--- src/rtl/adc_search_pkg.sv ---
`timescale 1ns/1ps
package adc_search_pkg;

  // comparator outcome as seen on cmp_res
  typedef enum logic [1:0] {
    CMP_MATCH  = 2'b00,
    CMP_ABOVE  = 2'b01,
    CMP_BELOW  = 2'b10,
    CMP_MATCH2 = 2'b11
  } cmp_t;

  typedef enum logic [1:0] {
    ST_IDLE   = 2'b00,
    ST_DRIVE  = 2'b01,
    ST_SAMPLE = 2'b10
  } phase_t;

endpackage

--- src/rtl/bracket_step.sv ---
`timescale 1ns/1ps
// Combinational narrowing of the search bracket and next midpoint.
module bracket_step #(
  parameter int N = 8
) (
  input  logic [N-1:0] guess,
  input  logic [N-1:0] low,
  input  logic [N-1:0] high,
  input  logic         go_up,
  input  logic         go_down,
  output logic [N-1:0] low_nx,
  output logic [N-1:0] high_nx,
  output logic [N-1:0] guess_nx
);
  logic [N-1:0] span;

  always_comb begin
    low_nx  = low;
    high_nx = high;
    if (go_up)
      low_nx = (guess < high) ? guess + 1'b1 : high;
    if (go_down)
      high_nx = (guess > low) ? guess - 1'b1 : low;
  end

  assign span     = high_nx - low_nx;
  assign guess_nx = low_nx + (span >> 1);
endmodule

--- src/rtl/iter_limit.sv ---
`timescale 1ns/1ps
// Counts finished iterations and flags the last permitted one.
module iter_limit #(
  parameter int ITER_MAX = 9
) (
  input  logic clk,
  input  logic rst_n,
  input  logic clear,
  input  logic step,
  output logic last
);
  localparam int CW = $clog2(ITER_MAX + 1);
  localparam logic [CW-1:0] LAST_IDX = CW'(ITER_MAX - 1);

  logic [CW-1:0] cnt;

  always_ff @(posedge clk or negedge rst_n) begin
    if (!rst_n)
      cnt <= '0;
    else if (clear)
      cnt <= '0;
    else if (step && cnt != LAST_IDX)
      cnt <= cnt + 1'b1;
  end

  assign last = (cnt == LAST_IDX);


  cnt_range_chk: assert property (@(posedge clk) disable iff (!rst_n)
    cnt <= LAST_IDX);
endmodule

--- src/rtl/warm_bsearch_adc.sv ---
`timescale 1ns/1ps
module warm_bsearch_adc
  import adc_search_pkg::*;
#(
  parameter int N        = 8,
  parameter int ITER_MAX = N + 1
) (
  input  logic         clk,
  input  logic         rst_n,
  input  logic         start,
  input  logic [1:0]   cmp_res,
  output logic [N-1:0] dac_code,
  output logic [N-1:0] result,
  output logic         done
);
  localparam logic [N-1:0] MID_CODE = {1'b1, {(N-1){1'b0}}};
  localparam logic [N-1:0] TOP_CODE = {N{1'b1}};

  phase_t       phase;
  logic [N-1:0] guess, low, high, result_q;
  logic [N-1:0] low_nx, high_nx, guess_nx;
  logic         done_q, last_iter, accept, matched;
  cmp_t         cmp;

  assign cmp     = cmp_t'(cmp_res);
  assign matched = (cmp != CMP_ABOVE) && (cmp != CMP_BELOW);
  assign accept  = (phase == ST_IDLE) && start;

  bracket_step #(.N(N)) u_step (
    .guess   (guess),
    .low     (low),
    .high    (high),
    .go_up   (cmp == CMP_ABOVE),
    .go_down (cmp == CMP_BELOW),
    .low_nx  (low_nx),
    .high_nx (high_nx),
    .guess_nx(guess_nx)
  );

  iter_limit #(.ITER_MAX(ITER_MAX)) u_lim (
    .clk  (clk),
    .rst_n(rst_n),
    .clear(accept),
    .step (phase == ST_SAMPLE),
    .last (last_iter)
  );

  always_ff @(posedge clk or negedge rst_n) begin
    if (!rst_n) begin
      phase    <= ST_IDLE;
      guess    <= MID_CODE;
      low      <= '0;
      high     <= TOP_CODE;
      result_q <= MID_CODE;
      done_q   <= 1'b0;
    end else begin
      done_q <= 1'b0;
      unique case (phase)
        ST_IDLE: if (start) begin
          guess <= result_q;
          low   <= '0;
          high  <= TOP_CODE;
          phase <= ST_DRIVE;
        end
        ST_DRIVE: phase <= ST_SAMPLE;
        ST_SAMPLE: begin
          if (matched || last_iter) begin
            result_q <= guess;
            done_q   <= 1'b1;
            phase    <= ST_IDLE;
          end else begin
            low   <= low_nx;
            high  <= high_nx;
            guess <= guess_nx;
            phase <= ST_DRIVE;
          end
        end
        default: phase <= ST_IDLE;
      endcase
    end
  end

  assign dac_code = guess;
  assign result   = result_q;
  assign done     = done_q;


  done_single_chk: assert property (@(posedge clk) disable iff (!rst_n)
    done |=> !done);

  result_hold_chk: assert property (@(posedge clk) disable iff (!rst_n)
    !$stable(result) |-> done);

  dac_hold_chk: assert property (@(posedge clk) disable iff (!rst_n)
    (phase == ST_SAMPLE) |-> $stable(dac_code));

  drive_then_sample_chk: assert property (@(posedge clk) disable iff (!rst_n)
    (phase == ST_DRIVE) |=> (phase == ST_SAMPLE));

  warm_first_chk: assert property (@(posedge clk) disable iff (!rst_n)
    accept |=> (dac_code == $past(result)));

  in_bracket_chk: assert property (@(posedge clk) disable iff (!rst_n)
    (phase != ST_IDLE) |-> (low <= guess && guess <= high));

  busy_start_chk: assert property (@(posedge clk) disable iff (!rst_n)
    (phase == ST_SAMPLE && start) |=> (phase != ST_DRIVE || !done));
endmodule

--- config.mk ---
export PLATFORM = sky130hd
export DESIGN_NAME = warm_bsearch_adc
export DESIGN_NICKNAME = d
export VERILOG_FILES = /design/src/rtl/adc_search_pkg.sv /design/src/rtl/bracket_step.sv /design/src/rtl/iter_limit.sv /design/src/rtl/warm_bsearch_adc.sv
export SDC_FILE = /design/constraint.sdc
export NUM_CORES = 1
export LEC_CHECK = 0
export ABC_AREA = 0
export BUFFER_PORTS_ARGS = -buffer_cell sky130_fd_sc_hd__buf_2
export CORE_AREA = 10 10 104 106
export CTS_BUF_LIST = sky130_fd_sc_hd__clkbuf_8 sky130_fd_sc_hd__clkbuf_16
export DETAILED_ROUTE_END_ITERATION = 6
export DIE_AREA = 0 0 114 116
export PLACE_DENSITY = 0.52
export SLEW_MARGIN = 30
export SYNTH_ARGS = -nofsm -noshare
export SYNTH_HDL_FRONTEND = slang
export SYNTH_HIERARCHICAL = 1
export SYNTH_SLANG_ARGS = --single-unit
--- constraint.sdc ---
create_clock -name clk -period 5.27 [get_ports clk]
set_input_delay 0.7905 -clock clk [delete_from_list [all_inputs] [get_ports clk]]
set_output_delay 0.7905 -clock clk [all_outputs]
set_load 0.01 [all_outputs]
==> flow_summary_export.csv <==
group,metric,value,unit
clock_network,clock_sinks,39,
floorplanning,die_area,13200,um2
layout,n_antenna_cell,0,
worst_setup_path,crit_start,"dac_code[7]",
worst_setup_path,cp-end-kind,"register",
timing,drv_slew,0,
timing,tns,0,ps
global_route,grt_pass1_wl,14200,um
floorplanning,start_util,0.391,
floorplanning,std_cell_rows,34,
worst_setup_path,cp_slowest_cell,"dfstp_2",
clock_network,root_buffer,"clkbuf_8",
hold_path,min_path_type,"input pin to async pin",
global_route,gr-usage-all-layers,0.131,
drt,wl_per_cell,16.7,um
drt,vias,2577,
worst_setup_path,startpoint_type,"register",
clock_network,cts_buffer_depth,2,
drt,vias_per_cell,5.17,
floorplanning,core-area,8680,um2
worst_setup_path,path_cells,"ha_1, a21oi_1, o21ai_0, nor2b_1, nor2_2, nor2_1, a21oi_1, nand2_1, o21ai_0, ha_1, a21o_1, maj3_1, xnor2_1, ha_1, inv_1, o21bai_1, a21oi_1, o21bai_1, a21oi_1, xnor2_1, mux2_4, mux2_4",
timing,hold_viol_final,0,
worst_setup_path,critical_path_arrival,5080,ps
clock_network,cts_hold_buf,0,
drt,dr.pass1.iters,4,
layout,syn2layout_area_growth,11.1,%
layout,fillers,896,
worst_setup_path,rrSetupSlack,420,ps
worst_setup_path,endpoint,"dac_code[7]",
clock_network,h-tree-depth,2,
synth,postSynthAreaPerCell,9.33,um2
timing,slew_headroom,0.634,
floorplanning,dieHeight,116,um
clock_network,cts_tree,"built",
worst_setup_path,timing.rr.end,"dac_code[7]",
drt,wl,8340,um
synth,async_reset_ff_frac,1.00,
drt,drc,0,
synth,synthFlopType,"dfrtp_1",
synth,yosysMostFrequentCell,"inv_1",
layout,drive_gt1_frac,0.233,
place,dpl.hpwl,6520,um
place,gp_congestion,0.800,
worst_setup_path,critPathMaxStageDelay,630,ps
synth,synth_cell_types,51,
global_route,grt_pass1_vias,2805,
clock_network,clock_latency,290,ps
floorplanning,ioPinCount,22,
clock_network,path_clk_slew,90,ps
synth,netlist_area,3400,um2
place,port_buffers,21,
power_and_ir_drop,p_leak,1.86,nW
global_route,grt_max_degree,40,
synth,ys_seq_area_frac,0.291,
job,cap_violations,0,
worst_setup_path,path_max_fanout,9,
synth,yosys-top-cells-count,"inv_1 (43), ha_1 (32), dfrtp_1 (29), nand2_1 (29), nor2_1 (24)",
layout,multiInputGateArea,2160,um2
place,place_ws,386,ps
timing,tightest_slew,533,ps
timing,fin_skew,8.92,ps
synth,syn-instance-count,364,
worst_setup_path,worstPathBufferInverterCount,1,
timing,period_needed,4850,ps
worst_setup_path,r2r_start,"dac_code[7]",
drt,postRouteAntennaNets,0,
synth,synth_top_area_cell,"dfrtp_1",
timing,fmax,0.206,GHz
synth,synth_nets,403,
timing,worst_slack,417,ps
synth,synth_edf_count,0,
layout,regArea,990,um2
timing,rsz0062_at_grt,"false",
clock_network,numCtsBuffers,5,
worst_setup_path,worstRegToRegCells,22,
synth,synth.area.top_cells,"dfrtp_1 (21%), ha_1 (12%), dfstp_2 (7.7%), mux2_4 (6.2%), mux2i_1 (5.0%)",
worst_setup_path,critPathTopFamily,"adder cells",
global_route,grt_overflow,0,
power_and_ir_drop,powerDensity,637,nW/um2
outcome,outcome,"completed",
timing,min_period_over_period,0.921,
global_route,antenna_found_initial,0,
worst_setup_path,crit_top_cell,"a21oi_1",
layout,nNetsFinal,428,
timing,finalSetupViolations,0,
floorplanning,die_w,114,um
drt,drt-initial-drc-count,82,
worst_setup_path,path_class,"register to register",
synth,ys_ff_latch,39,
synth,ys_warn_count,6,
power_and_ir_drop,ir_drop,0.000382,V
worst_setup_path,critical_path_depth,22,
synth,synth.top_cell.area_share,0.214,
worst_setup_path,cp.required,5500,ps
## final cells by class
type                            instances  share of cell area
Multi-Input combinational cell        268               0.572
Timing Repair Buffer                   32              0.0557
Sequential cell                        39               0.262
Tap cell                              108              0.0358
Clock buffer                            6              0.0219
Clock inverter                          2             0.00928
Inverter                               43              0.0428
## placed cells by master (no fill, tap or decap), types with 14 or more instances in the layout
cell / count
inv_1: 43
xnor2_1: 17
ha_1: 32
mux2i_1: 17
buf_2: 20
mux2_4: 14
nand2_1: 29
nor2_1: 24
dfrtp_1: 28
a21oi_1: 17
## metrics by stage
| stage | instance area (um2) | total power, W | utilization | std cells | hold slack (ps) |
|---|---|---|---|---|---|
| 2_1_floorplan | 3400 | 0.00173 | - | 364 | 438 |
| 3_3_place_gp | 3620 | 0.00212 | 0.418 | 489 | 449 |
| 3_5_place_dp | 3650 | 0.00215 | 0.421 | 490 | 465 |
| 4_1_cts | 3770 | 0.00243 | 0.435 | 498 | 482 |
| 5_1_grt | 3770 | 0.00265 | 0.435 | 498 | 498 |
| 6_report | 3770 | 0.00241 | 0.435 | 498 | 474 |
## flip-flops by register name (all words and copies together) (netlist names)
register	count
done	1
phase	2
result	8
u_lim/cnt	4
low	8
dac_code	8
high	8
## per-layer routing
| metal | vias up | GRT usage | share of wire |
|---|---|---|---|
| met5 | - | 0 | 0 |
| met4 | 0 | 0.0309 | 0.0089 |
| met3 | 8 | 0.0207 | 0.029 |
| met2 | 42 | 0.217 | 0.47 |
| met1 | 1249 | 0.174 | 0.49 |
| li1 | 1278 | - | - |
## logic make-up after synthesis
family                     Yosys count  share of synthesized area
buffers and inverters               57                     0.0744
AOI/OAI and AO/OA                   59                      0.117
adders and majority gates           36                      0.136
and+or+nand+nor                     97                      0.139
DFF                                 39                      0.291
muxes                               50                      0.175
xor gates and xnor gates            26                     0.0670
## worst min-delay path by stage
stage,startpoint,to,cells after the start
6_report,rst_n,done,1
3_3_place_gp,phase[1],phase[1],1
2_1_floorplan,phase[1],phase[1],1
5_1_grt,rst_n,result[1],1
3_5_place_dp,phase[1],phase[1],1
4_1_cts,phase[1],phase[1],1
## report_power, final
part | switching [W] | internal (W)
Sequential | 0.000101 | 0.000410
Clock | 0.000112 | 0.000153
Combinational | 0.000871 | 0.000758
## repair_timing
action                     CTS  global route
resized for setup            0             1
setup endpoints to repair    0             1
setup buffers                0             0
No activity file was read; power rests on OpenSTA's default activity.
